--- config.mk ---
export PLATFORM = sky130hd
export DESIGN_NAME = rect_fill_engine
export DESIGN_NICKNAME = d
export VERILOG_FILES = /design/src/rtl/rect_fill_pkg.sv /design/src/rtl/fill_decode.sv /design/src/rtl/fill_lane.sv /design/src/rtl/fill_walker.sv /design/src/rtl/rect_fill_engine.sv
export SDC_FILE = /design/constraint.sdc
export NUM_CORES = 1
export LEC_CHECK = 0
export BUFFER_PORTS_ARGS = -buffer_cell sky130_fd_sc_hd__buf_2
export CAP_MARGIN = 30
export CORE_ASPECT_RATIO = 0.5
export CORE_MARGIN = 10
export CORE_UTILIZATION = 40
export CTS_BUF_LIST = sky130_fd_sc_hd__clkbuf_4 sky130_fd_sc_hd__clkbuf_8 sky130_fd_sc_hd__clkbuf_16
export DETAILED_ROUTE_END_ITERATION = 12
export PLACE_DENSITY = 0.66
export SYNTH_ARGS = -nofsm -noshare
export SYNTH_HDL_FRONTEND = slang
export SYNTH_SLANG_ARGS = --single-unit
--- constraint.sdc ---
create_clock -name clk -period 55.9 [get_ports clk]
set_input_delay 2.795 -clock clk [delete_from_list [all_inputs] [get_ports clk]]
set_output_delay 2.795 -clock clk [all_outputs]
set_load 0.02 [all_outputs]
--- src/rtl/rect_fill_pkg.sv ---
package rect_fill_pkg;

  localparam int MB_HOSTDST = 1;
  localparam int MB_TRANSP  = 3;
  localparam int MB_PATTERN = 6;
  localparam int MB_EXPAND  = 7;
  localparam int EB_SOLID   = 2;
  localparam int LANES      = 4;

  typedef enum logic [1:0] {
    ST_IDLE = 2'd0,
    ST_FILL = 2'd1,
    ST_DONE = 2'd2
  } fill_state_e;

  // Solid fill: extension flag set, and among the four qualifying mode bits
  // exactly pattern and expansion are set.
  function automatic logic fill_selected(input logic [7:0] mode_b,
                                         input logic [7:0] ext_b);
    logic [7:0] mask;
    logic [7:0] want;
    mask = '0;
    want = '0;
    mask[MB_HOSTDST] = 1'b1;
    mask[MB_TRANSP]  = 1'b1;
    mask[MB_PATTERN] = 1'b1;
    mask[MB_EXPAND]  = 1'b1;
    want[MB_PATTERN] = 1'b1;
    want[MB_EXPAND]  = 1'b1;
    return ext_b[EB_SOLID] && ((mode_b & mask) == want);
  endfunction

  // Bytes per pixel: 1..3 taken as given, everything else means 4.
  function automatic logic [2:0] pix_size(input logic [2:0] code);
    case (code)
      3'd1:    return 3'd1;
      3'd2:    return 3'd2;
      3'd3:    return 3'd3;
      default: return 3'd4;
    endcase
  endfunction

endpackage

--- src/rtl/fill_decode.sv ---
module fill_decode
  import rect_fill_pkg::*;
(
  input  logic [7:0] mode,
  input  logic [7:0] mode_ext,
  input  logic [2:0] pix_code,
  output logic       is_fill,
  output logic [2:0] pix_bytes
);

  always_comb begin
    is_fill   = fill_selected(mode, mode_ext);
    pix_bytes = pix_size(pix_code);
  end

endmodule

--- src/rtl/fill_lane.sv ---
module fill_lane
  import rect_fill_pkg::*;
(
  input  logic       clk,
  input  logic       rst_n,
  input  logic       load,
  input  logic [7:0] color_in [LANES],
  input  logic [1:0] lane,
  output logic [7:0] byte_out
);

  logic [7:0] color_q [LANES];

  for (genvar i = 0; i < LANES; i++) begin : g_color
    always_ff @(posedge clk) begin
      if (!rst_n)    color_q[i] <= '0;
      else if (load) color_q[i] <= color_in[i];
    end
  end

  assign byte_out = color_q[lane];

endmodule

--- src/rtl/fill_walker.sv ---
module fill_walker
  import rect_fill_pkg::*;
#(
  parameter int AW = 16,
  parameter int WW = 12,
  parameter int HW = 10
) (
  input  logic          clk,
  input  logic          rst_n,
  input  logic          go,
  input  logic [AW-1:0] dst,
  input  logic [AW-1:0] pitch,
  input  logic [WW-1:0] width,
  input  logic [HW-1:0] rows,
  input  logic [2:0]    pb,
  output logic          idle,
  output logic          busy,
  output logic          write_evt,
  output logic          row_wrap,
  output logic          done,
  output logic [AW-1:0] addr,
  output logic [1:0]    lane,
  output logic [AW-1:0] reg_addr,
  output logic [AW-1:0] reg_pitch,
  output logic [WW-1:0] reg_width,
  output logic [HW-1:0] reg_rows
);

  // Bytes actually written per row: whole pixels only.
  function automatic logic [WW-1:0] row_span(input logic [WW-1:0] w,
                                             input logic [2:0]    p);
    logic [WW-1:0] pw;
    pw = WW'(p);
    return (w / pw) * pw;
  endfunction

  fill_state_e   state;
  logic [AW-1:0] base;
  logic [WW-1:0] x;
  logic [WW-1:0] span_q;
  logic [HW-1:0] row;
  logic [2:0]    pb_q;
  logic [WW-1:0] span_in;
  logic          last_row;
  logic          lane_end;

  assign span_in   = row_span(width, pb);
  assign idle      = (state == ST_IDLE);
  assign busy      = (state != ST_IDLE);
  assign write_evt = (state == ST_FILL);
  assign done      = (state == ST_DONE);
  assign row_wrap  = write_evt && (x == span_q - WW'(1));
  assign last_row  = (row == reg_rows - HW'(1));
  assign lane_end  = ({1'b0, lane} == pb_q - 3'd1);
  assign addr      = base + AW'(x);

  always_ff @(posedge clk) begin
    if (!rst_n) begin
      state     <= ST_IDLE;
      base      <= '0;
      x         <= '0;
      span_q    <= '0;
      row       <= '0;
      pb_q      <= 3'd1;
      lane      <= '0;
      reg_addr  <= '0;
      reg_pitch <= '0;
      reg_width <= '0;
      reg_rows  <= '0;
    end else begin
      case (state)
        ST_IDLE: begin
          if (go) begin
            base      <= dst;
            reg_addr  <= dst;
            reg_pitch <= pitch;
            reg_width <= width;
            reg_rows  <= rows;
            pb_q      <= pb;
            span_q    <= span_in;
            x         <= '0;
            row       <= '0;
            lane      <= '0;
            state     <= (rows == '0 || span_in == '0) ? ST_DONE : ST_FILL;
          end
        end
        ST_FILL: begin
          if (row_wrap) begin
            x    <= '0;
            lane <= '0;
            base <= base + reg_pitch;
            row  <= row + HW'(1);
            if (last_row) state <= ST_DONE;
          end else begin
            x    <= x + WW'(1);
            lane <= lane_end ? 2'd0 : lane + 2'd1;
          end
        end
        default: state <= ST_IDLE;
      endcase
    end
  end

endmodule

--- src/rtl/rect_fill_engine.sv ---
module rect_fill_engine
  import rect_fill_pkg::*;
#(
  parameter int AW = 16,
  parameter int WW = 12,
  parameter int HW = 10
) (
  input  logic          clk,
  input  logic          rst_n,
  input  logic          start,
  input  logic [7:0]    mode,
  input  logic [7:0]    mode_ext,
  input  logic [2:0]    pix_code,
  input  logic [AW-1:0] dst_addr,
  input  logic [AW-1:0] dst_pitch,
  input  logic [WW-1:0] byte_width,
  input  logic [HW-1:0] row_count,
  input  logic [7:0]    color0,
  input  logic [7:0]    color1,
  input  logic [7:0]    color2,
  input  logic [7:0]    color3,
  output logic          busy,
  output logic          mem_we,
  output logic [AW-1:0] mem_addr,
  output logic [7:0]    mem_wdata,
  output logic          copy_req,
  output logic          done,
  output logic [AW-1:0] done_addr,
  output logic [AW-1:0] done_pitch,
  output logic [WW-1:0] done_width,
  output logic [HW-1:0] done_rows
);

  logic       is_fill;
  logic [2:0] pix_bytes;
  logic       idle;
  logic       accept_fill;
  logic       accept_copy;
  logic       row_wrap;
  logic [1:0] lane;
  logic [7:0] color_in [LANES];

  assign color_in[0] = color0;
  assign color_in[1] = color1;
  assign color_in[2] = color2;
  assign color_in[3] = color3;

  fill_decode u_decode (
    .mode      (mode),
    .mode_ext  (mode_ext),
    .pix_code  (pix_code),
    .is_fill   (is_fill),
    .pix_bytes (pix_bytes)
  );

  assign accept_fill = start && idle && is_fill;
  assign accept_copy = start && idle && !is_fill;

  always_ff @(posedge clk) begin
    if (!rst_n) copy_req <= 1'b0;
    else        copy_req <= accept_copy;
  end

  fill_walker #(.AW(AW), .WW(WW), .HW(HW)) u_walker (
    .clk       (clk),
    .rst_n     (rst_n),
    .go        (accept_fill),
    .dst       (dst_addr),
    .pitch     (dst_pitch),
    .width     (byte_width),
    .rows      (row_count),
    .pb        (pix_bytes),
    .idle      (idle),
    .busy      (busy),
    .write_evt (mem_we),
    .row_wrap  (row_wrap),
    .done      (done),
    .addr      (mem_addr),
    .lane      (lane),
    .reg_addr  (done_addr),
    .reg_pitch (done_pitch),
    .reg_width (done_width),
    .reg_rows  (done_rows)
  );

  fill_lane u_lane (
    .clk      (clk),
    .rst_n    (rst_n),
    .load     (accept_fill),
    .color_in (color_in),
    .lane     (lane),
    .byte_out (mem_wdata)
  );

endmodule

# Word-level counts from Yosys, hierarchy flattened
# Memories as Yosys holds them, arrays and structs flattened. A register that Yosys moved wholly into a read port is not among the register bits.
# Cells that the tools add are included.
dict set report word_totals {
  ff_bits 112
  ram_bits 32
  input_bits 108
  elab_cells 84
  memories 1
}
# memory depth word_bits read_ports rd_ports_with_merged_regs write_ports line
set mem_list {}
lappend mem_list {u_lane.color_q 4 8 1 1 4 fill_lane.sv:12} ;# logic [7:0] color_q [LANES];
dict set report op_classes {
  addsub 8
  n_mul 1
  div 1
  eq_ne 12
  n_mux 29
  bitwise_logic 4
  n_reduce_logical 16
}
# cell n
set op_table {}
lappend op_table {{16-bit 2-to-1 mux} 2}
lappend op_table {{8-bit 2-to-1 mux} 4}
lappend op_table {{16-bit one-hot mux with 2 select lines} 1}
lappend op_table {{12-bit 2-to-1 mux} 2}
lappend op_table {{12-bit one-hot mux with 2 select lines} 1}
lappend op_table {{10-bit 2-to-1 mux} 2}
lappend op_table {{10-bit one-hot mux with 2 select lines} 1}
lappend op_table {{2-bit 2-to-1 mux} 9}
lappend op_table {{16-bit by 12-bit adder with 16-bit output} 1}
lappend op_table {{16-bit adder} 1}
lappend op_table {{12-bit by 1-bit adder with 12-bit output, second input constant} 1}
lappend op_table {{12-bit by 3-bit divider with 12-bit output} 1}
lappend op_table {{12-bit equality test} 1}
lappend op_table {{12-bit zero test} 1}
lappend op_table {{12-bit by 3-bit multiplier with 12-bit output} 1}
lappend op_table {{12-bit by 1-bit subtractor with 12-bit output, second input constant} 1}
lappend op_table {{10-bit by 1-bit adder with 10-bit output, second input constant} 1}
lappend op_table {{10-bit equality test} 1}
lappend op_table {{10-bit zero test} 1}
lappend op_table {{10-bit by 1-bit subtractor with 10-bit output, second input constant} 1}
lappend op_table {{3-bit one-hot mux with 3 select lines} 1}
lappend op_table {{2-bit one-hot mux with 2 select lines} 2}
lappend op_table {{3-bit by 2-bit equality test with 1-bit output, second input constant} 2}
lappend op_table {{3-bit AND reduction} 2}
lappend op_table {{17 further kinds} 30}

# Logic depth before layout (Yosys ltp)
# Gate-level depths: netlist (run 1).
dict set report logic_depth {
  ltp_word 9
  mapped_depth 105
  ltp_nobuf 101
}

# By module
# A second synthesis (run 1) with hierarchy kept.
dict set report hier_totals {
  hier_cells 1376
  hier_area_um2 11229.5
}
# mod n_inst cells_each area_per_inst_um2
set modules_own_cells {}
lappend modules_own_cells {fill_walker 1 1287 9773.1}
lappend modules_own_cells {fill_lane 1 81 1386.3}
lappend modules_own_cells {rect_fill_engine 1 3 37.5}
lappend modules_own_cells {fill_decode 1 5 32.5}

# Worst setup path after synthesis (run 1)
# No wires, ideal clock.
dict set report synth_timing {
  path_type {input to register}
  from {input pix_code[2]}
  to {register u_walker.state[1]}
  setup_ns 0.060
  arrival_time_ns 21.729
  setup_slack_ns 34.111
  path_stages 98
  path_buffers 4
  path_cell_list {nand2b_1 > ha_1 > nor4bb_1 > a2bb2oi_2 > ha_1 > nor4b_1 > o21ai_0 > o21a_2 > ha_1 > o211ai_1 > nand3_1 > o21ai_2 > inv_1 > ha_1 > o211a_1 > nor3_1 > nand2_1 > o22a_1 > [... 62 more ...] > a221oi_1 > o211ai_1 > a2111oi_2 > nand3_1 > nand2_1 > fa_1 > inv_1 > ha_1 > fa_1 > a21o_1 > a21oi_1 > o21bai_1 > a21oi_1 > xnor2_1 > or4_1 > or4_1 > o22ai_2 > and3_1}
}
dict set report synth_via {
  elab_chain_len 9
}
# item line
set synth_rtl {}
lappend synth_rtl {{start, declared} rect_fill_engine.sv:13} ;# input logic [2:0] pix_code,
lappend synth_rtl {{3-bit by 2-bit equality test with 1-bit output or 3-bit by 1-bit equality test with 1-bit output (tied branches)} rect_fill_pkg.sv:35} ;# case (code)
lappend synth_rtl {{3-bit one-hot mux with 3 select lines (*)} rect_fill_pkg.sv:35}
lappend synth_rtl {{12-bit by 3-bit divider with 12-bit output} fill_walker.sv:34} ;# return (w / pw) * pw;
lappend synth_rtl {{12-bit by 3-bit multiplier with 12-bit output (*)} fill_walker.sv:34}
lappend synth_rtl {{12-bit zero test (*)} fill_walker.sv:84} ;# state <= (rows == '0 || span_in == '0) ? ST_DONE : ST_FILL;
lappend synth_rtl {{1-bit logical OR (*)} fill_walker.sv:84}
lappend synth_rtl {{2-bit 2-to-1 mux (*)} fill_walker.sv:84}
lappend synth_rtl {{2-bit 2-to-1 mux (*)} fill_walker.sv:73} ;# if (go) begin
lappend synth_rtl {{2-bit one-hot mux with 2 select lines (*)} fill_walker.sv:71} ;# case (state)
lappend synth_rtl {{end signal, assigned} fill_walker.sv:84}
lappend synth_rtl {{end, declared} fill_walker.sv:37} ;# fill_state_e state;
# Every way passes the cells marked *; elsewhere a longest branch is shown, timed or not. The select of a mux whose other input is x is not followed.
# A chain may end at the register's enable or synchronous reset.

# Worst setup path in the final report (run 1)
dict set report layout_timing {
  from {input pix_code[1]}
  to {register u_walker.state[0]}
}
# Same word-level chain as after synthesis.

==> out/qor.csv, run 1 <==
metric;value;unit
fmax;39.47;MHz
clkLatencyLatePin;440;ps
grt_pass1_wl;49880;µm
setup_viol;0;
worstPathRequired;56190;ps
status;complete, no violations;
core_area;26750;µm²
critPathMaxStageDelay;680;ps
yosysMostFrequentCell;nand2_1;
fin_crit_sh;45.32;%
gp_congestion;0.8620;
hpwl;23640;µm
setup_tns;0;ps
cts_resized;0;
final_max_slew_viol_count;0;
synth_top_area_share;20.74;%
peakVddDrop;39.30;µV
htreeDepth;4;
rows;42;
via_per_inst;5.439;
r2r_cells;20;
synth_fp_nets;1524;
syn_area;11000;µm²
clk_pin_slew_worst_paths;60;ps
ctsRootBufferMaster;clkbuf_16;
holdPathStages;2;
postCtsSetupRepairBufs;0;
antenna_found_initial;1;
antenna_left;0;
grt_max_degree;103;
period_needed;25330;ps
port_buffers;178;
synthCells;1328;
ios;190;
finClkSkew;12.28;ps
die_x;254.6;µm
numCtsBuffers;17;
relSlewSlack;36.57;%
cts_tree;built;
hold_violations;0;
layout-drive-gt1-share;18.64;%
die-area;34940;µm²
leakagePower;5.565;nW
grt_pass1_vias;9810;
firstDrtPassIters;5;
vias;9969;
worst_pin_slew;951.4;ps
drc;0;
synth_flop_cell;dfxtp_1;
grt_usage;17.51;%
synth_async_sr_flop_share;0;%
cts.sinks;146;
maxCapViolations;0;
synth_edf_count;32;
avgSynthCellArea;8.285;µm²
wl_per_cell;17.07;µm
hp-class;reg -> reg;
start_util;41.14;%
grt-ovfl-total;0;
synth_common_cells;nand2_1, dfxtp_1, nor2_1, a21oi_1, ha_1;
holdBufCountCts;0;
synth_warnings;0;
cts_max_path_buffers;2;
ys_seq_elements;146;
first_iter_violations;680;
yosysUniqueCellTypes;103;
cpMostUsedCell;ha_1;
fin_hold_ws;463.2;ps
cp-start-kind;input port;
die_y;137.3;µm
ys_top_cells_by_area;dfxtp_1, edfxtp_1, ha_1;
critical_path.max_fanout;15;
areaGrowthSynthToFinish;15.78;%
rsz0062_at_grt;no;
nNetsFinal;1664;
diodes;0;
worstPathArrival;25620;ps
wl;31290;µm
cp_slowest_cell;nor2b_1;
synth_top_cell_by_area;dfxtp_1;
endpoint_kind;flop;
ys_seq_area_share;29.47;%
power_density;53.65;nW/µm²
crit_type;in -> reg;
[worst max-delay path, delay by kind of cell]
family / cells / cell delay, ps
AOI/OAI and AO/OA: 43 / 8900
adders and majority gates: 14 / 4260
buffers and inverters: 5 / 980
muxes: 3 / 950
xor gates and xnor gates: 1 / 120
and+or+nand+nor: 27 / 7620
[final cells by class]
class                      count  area, µm²
timing repair buffer         186      950.9
tap                          352      440.4
fill                        2532      14010
clock inverter                15      176.4
multi-input combinational   1056       7274
inverter                      61      229.0
sequential                   146       3243
clock buffer                  17      425.4
[layout by cell type (no fill, tap or decap), drive strengths merged, types with 14 or more instances in the layout]
cell,n
a211oi,14
a21boi,64
a21o,14
a21oi,82
and3,47
buf,186
clkbuf,17
dfxtp,114
edfxtp,32
ha,76
inv,65
nand2,197
nand2b,24
nand3,24
nor2,90
nor2b,20
nor3,37
o21a,14
o21ai,69
o21bai,18
xnor2,56
xor2,28
[report_power, final]
| part | total [mW] | leakage [nW] | internal (mW) | switching, mW |
|---|---|---|---|---|
| sequential | 0.110 | 1.26 | 0.109 | 0.00109 |
| combinational | 0.455 | 4.01 | 0.180 | 0.274 |
| clock | 0.119 | 0.289 | 0.0672 | 0.0516 |
[flip-flops by register name (all words and copies together), names as in the netlist, named ones only]
name and count:
u_walker.base 16, copy_req 1, u_walker.reg_width 12, u_lane.color_q 32
u_walker.pb_q 3, u_walker.row 10, u_walker.x 12, u_walker.reg_addr 16
u_walker.reg_pitch 16, u_walker.lane 2, u_walker.reg_rows 10, u_walker.span_q 12
u_walker.state 2
[layer usage]
| metal | wire, µm | GRT usage, % | vias up |
|---|---|---|---|
| met5 | 0 | 0 | - |
| met4 | 556 | 5.422 | 0 |
| met1 | 14190 | 21.06 | 4771 |
| met2 | 15450 | 31.46 | 146 |
| met3 | 1088 | 3.140 | 28 |
| li1 | - | - | 5024 |
[logic make-up after synthesis]
group	Yosys count	share of synthesized area (%)
buffers and inverters	126	4.503
adders and majority gates	90	11.01
DFF	146	29.47
xor gates and xnor gates	84	6.686
AOI/OAI and AO/OA	354	22.40
muxes	28	3.684
and+or+nand+nor	500	22.24
[through the flow]
| step | utilization, % | total power, mW | std cells | area [µm²] | setup slack (ps) |
|---|---|---|---|---|---|
| 2_1_floorplan | - | 0.4817 | 1328 | 11000 | 34110 |
| 3_3_place_gp | 45.38 | 0.5470 | 1801 | 12140 | 30880 |
| 3_5_place_dp | 45.38 | 0.5598 | 1801 | 12140 | 30360 |
| 4_1_cts | 47.63 | 0.6816 | 1833 | 12740 | 30740 |
| 5_1_grt | 47.63 | 0.7417 | 1833 | 12740 | 28310 |
| 6_report | 47.63 | 0.6835 | 1833 | 12740 | 30570 |
[worst paths after layout]
path                          endpoint  slack [ps]             startpoint
setup / recovery     u_walker.state[0]       30570            pix_code[1]
hold / removal    u_walker.reg_addr[2]         460   u_walker.reg_addr[2]
setup reg to reg     u_walker.base[15]       52190  u_walker.reg_pitch[1]
hold reg to reg   u_walker.reg_addr[2]         460   u_walker.reg_addr[2]
Power figures use the tool's default switching activity.
==> run 2: changes to the inputs <==
--- a/config.mk
+++ b/config.mk
@@ -5,6 +5,7 @@
 export SDC_FILE = /design/constraint.sdc
 export NUM_CORES = 1
 export LEC_CHECK = 0
+export ABC_AREA = 1
 export BUFFER_PORTS_ARGS = -buffer_cell sky130_fd_sc_hd__buf_2
 export CAP_MARGIN = 30
 export CORE_ASPECT_RATIO = 0.5
@@ -12,7 +13,7 @@
 export CORE_UTILIZATION = 40
 export CTS_BUF_LIST = sky130_fd_sc_hd__clkbuf_4 sky130_fd_sc_hd__clkbuf_8 sky130_fd_sc_hd__clkbuf_16
 export DETAILED_ROUTE_END_ITERATION = 12
-export PLACE_DENSITY = 0.66
+export PLACE_DENSITY = 0.69
 export SYNTH_ARGS = -nofsm -noshare
 export SYNTH_HDL_FRONTEND = slang
 export SYNTH_SLANG_ARGS = --single-unit
==> constraint.sdc (replaced) <==
create_clock -name clk -period 23.3 [get_ports clk]
set_input_delay 1.165 -clock clk [delete_from_list [all_inputs] [get_ports clk]]
set_output_delay 1.165 -clock clk [all_outputs]
set_load 0.02 [all_outputs]
==> run 2 against run 1 <==
  * Setup slack worse by 27000 ps
  * Cell count is 7.7% higher
  * Total power rose to 2.9 times the previous value
  * Synthesized cell count is 9.3% higher
  * Core utilization decreased by 0.36 points
  * Worst hold slack worse by 7.6 ps
  * Largest cell class unchanged
==> out/qor.csv, run 2 <==
metric;value;unit;change
status;complete, no violations;;unchanged
htreeDepth;4;;unchanged
rows;42;;unchanged
worst_slack;4036;ps;was 30570 ps
dp.cells;1942;;was 1801
start_util;40.57;%;was 41.14%
fmax;51.91;MHz;
worst_pin_slew;954.7;ps;was 951.4 ps
port_buffers;178;;unchanged
yosysMostFrequentCell;nand2_1;;unchanged
power_density;156.7;nW/µm²;was 53.65 nW/µm²
ys_top_cells_by_area;dfxtp_1, nand2_1, edfxtp_1;;was dfxtp_1, edfxtp_1, ha_1
ys_seq_elements;146;;unchanged
critPathMaxStageDelay;540;ps;was 680 ps
hpwl;21600;µm;was 23640 µm
syn_area;10720;µm²;was 11000 µm²
avgSynthCellArea;7.391;µm²;was 8.285 µm²
largest_reg_flops;32;;unchanged
synth_top_area_share;21.28;%;was 20.74%
regMostFlops;u_lane.color_q;;unchanged
grt_max_degree;59;;was 103
crit_family;simple AND/OR/NAND/NOR gates;;was compound AO/OA/AOI/OAI gates
cts_tree;built;;unchanged
cpMostUsedCell;nand2_1;;was ha_1
fin_crit_sh;82.68;%;
mostFrequentLayoutCell;nand2_1;;unchanged
antenna_left;0;;unchanged
worstPathRequired;23620;ps;was 56190 ps
cts.sinks;146;;unchanged
peakVddDrop;154.4;µV;was 39.30 µV
first_iter_violations;604;;was 680
via_per_inst;4.898;;was 5.439
critPathBufInv;23;;was 5
critical_path.max_fanout;14;;was 15
firstDrtPassIters;5;;unchanged
synth_edf_count;32;;unchanged
grt-ovfl-total;0;;unchanged
synth_async_sr_flop_share;0;%;unchanged
cp_slowest_cell;fa_1;;was nor2b_1
clkLatencyLatePin;430;ps;was 440 ps
holdBufCountCts;0;;unchanged
grt_usage;16.20;%;was 17.51%
wl;28020;µm;was 31290 µm
rsz0062_at_grt;no;;unchanged
clk_pin_slew_worst_paths;70;ps;was 60 ps
nNetsFinal;1805;;was 1664
hold_violations;0;;unchanged
layout_common_cells;nand2_1, inv_1, buf_2;;was nand2_1, buf_2, dfxtp_1
cts_max_path_buffers;2;;unchanged
relSlewSlack;36.12;%;was 36.57%
numCtsBuffers;17;;unchanged
period_needed;19260;ps;
finClkSkew;10.04;ps;was 12.28 ps
cts_resized;0;;unchanged
die-area;34160;µm²;was 34940 µm²
place_ws;3538;ps;was 30360 ps
postCtsSetupRepairBufs;0;;unchanged
ios;190;;unchanged
wl_per_cell;14.19;µm;was 17.07 µm
ys_seq_area_share;30.24;%;was 29.47%
die_y;135.8;µm;was 137.3 µm
setup_tns;0;ps;unchanged
diodes;0;;unchanged
synth_fp_nets;1647;;was 1524
ctsRootBufferMaster;clkbuf_16;;unchanged
grt_pass1_wl;45770;µm;was 49880 µm
synth_flop_cell;dfxtp_1;;unchanged
hp-class;reg -> reg;;unchanged
drc;0;;unchanged
crit_type;in -> reg;;unchanged
antenna_found_initial;0;;was 1
areaGrowthSynthToFinish;16.50;%;was 15.78%
layout-drive-gt1-share;19.54;%;was 18.64%
gp_congestion;0.8757;;was 0.8620
vias;9669;;was 9969
synth_common_cells;nand2_1, inv_1, nor2_1, dfxtp_1, o21ai_0;;was nand2_1, dfxtp_1, nor2_1, a21oi_1, ha_1
setup_viol;0;;unchanged
endpoint_kind;flop;;unchanged
grt_pass1_vias;9195;;was 9810
core_area;26430;µm²;was 26750 µm²
fin_hold_ws;455.6;ps;was 463.2 ps
fin_cells;1974;;was 1833
final_max_slew_viol_count;0;;unchanged
nFillCells;2652;;was 2532
synth_top_cell_by_area;dfxtp_1;;unchanged
synthCells;1451;;was 1328
die_x;251.6;µm;was 254.6 µm
worstPathArrival;19580;ps;was 25620 ps
synth_warnings;0;;unchanged
yosysUniqueCellTypes;56;;was 103
leakagePower;6.310;nW;was 5.565 nW
maxCapViolations;0;;unchanged
cp-start-kind;input port;;unchanged
run 2: changes by cell type in the layout (fill, tap and decap cells not counted), moves of 24 or more:
cell	delta
inv_1	+145
and3_1	-44
nand3_1	+37
xnor2_1	-32
nor3_1	-24
o21ai_0	+34
nand2_2	+26
nor2_1	+37
nand2b_1	-24
a21boi_0	-61
xor2_1	+33
nand2_1	+78
a22o_1	+30
run 2: cell type report:
type	count	area, µm²	area share (%)
clock inverters	13	118.9	0.9514
well taps	352	440.4	3.525
clock buffers	19	446.7	3.575
multi-input cells	1041	6490	51.95
flip-flops and latches	146	3243	25.96
repair buffers	183	928.4	7.431
inverters	220	825.8	6.610
run 2: per-stage QoR:
stage	power, mW	util (%)	cell area, µm²
floorplan	1.491	-	10720
global placement	1.680	45.12	11930
detailed placement	1.697	45.12	11930
CTS	1.968	47.26	12490
global route	2.191	47.26	12490
finish	1.958	47.26	12490
run 2: cells by family (layout without fill, tap and decap cells):
group	after synthesis	after routing	synth area share [%]
xor gates and xnor gates	86	86	7.094
adders and majority gates	88	88	11.11
AOI/OAI and AO/OA	276	276	15.42
DFF	146	146	30.24
and+or+nand+nor	591	591	26.75
buffers and inverters	264	435	9.380
run 2: final timing paths:
check / start / to / slack, ps / cells past startpoint
hold reg to reg: u_walker.reg_addr[5] / u_walker.reg_addr[5] / 460 / 2
hold / removal: u_walker.reg_addr[5] / u_walker.reg_addr[5] / 460 / 2
setup / recovery: pix_code[2] / u_walker.state[0] / 4040 / 125
setup reg to reg: u_walker.span_q[0] / u_walker.row[9] / 18450 / 20
run 2: tightest hold or removal path, delay by kind of cell, from the launching register on:
kind          cells  cell delay [ps]
simple gates      2              100
flops             1              320
run 2: where the power goes:
| group | switching [mW] | internal [mW] | total, mW |
|---|---|---|---|
| logic | 0.939 | 0.489 | 1.43 |
| registers | 0.00254 | 0.262 | 0.264 |
| clock network | 0.121 | 0.144 | 0.266 |
| total | 1.06 | 0.896 | 1.96 |
run 2: metal layers:
layer / share of wire, % / global-route usage (%) / vias up
met1: 47 / 20.15 / 4411
met5: 0 / 0 / -
met3: 3.0 / 2.241 / 22
met2: 49 / 28.94 / 140
li1: - / - / 5096
met4: 1.3 / 4.485 / 0
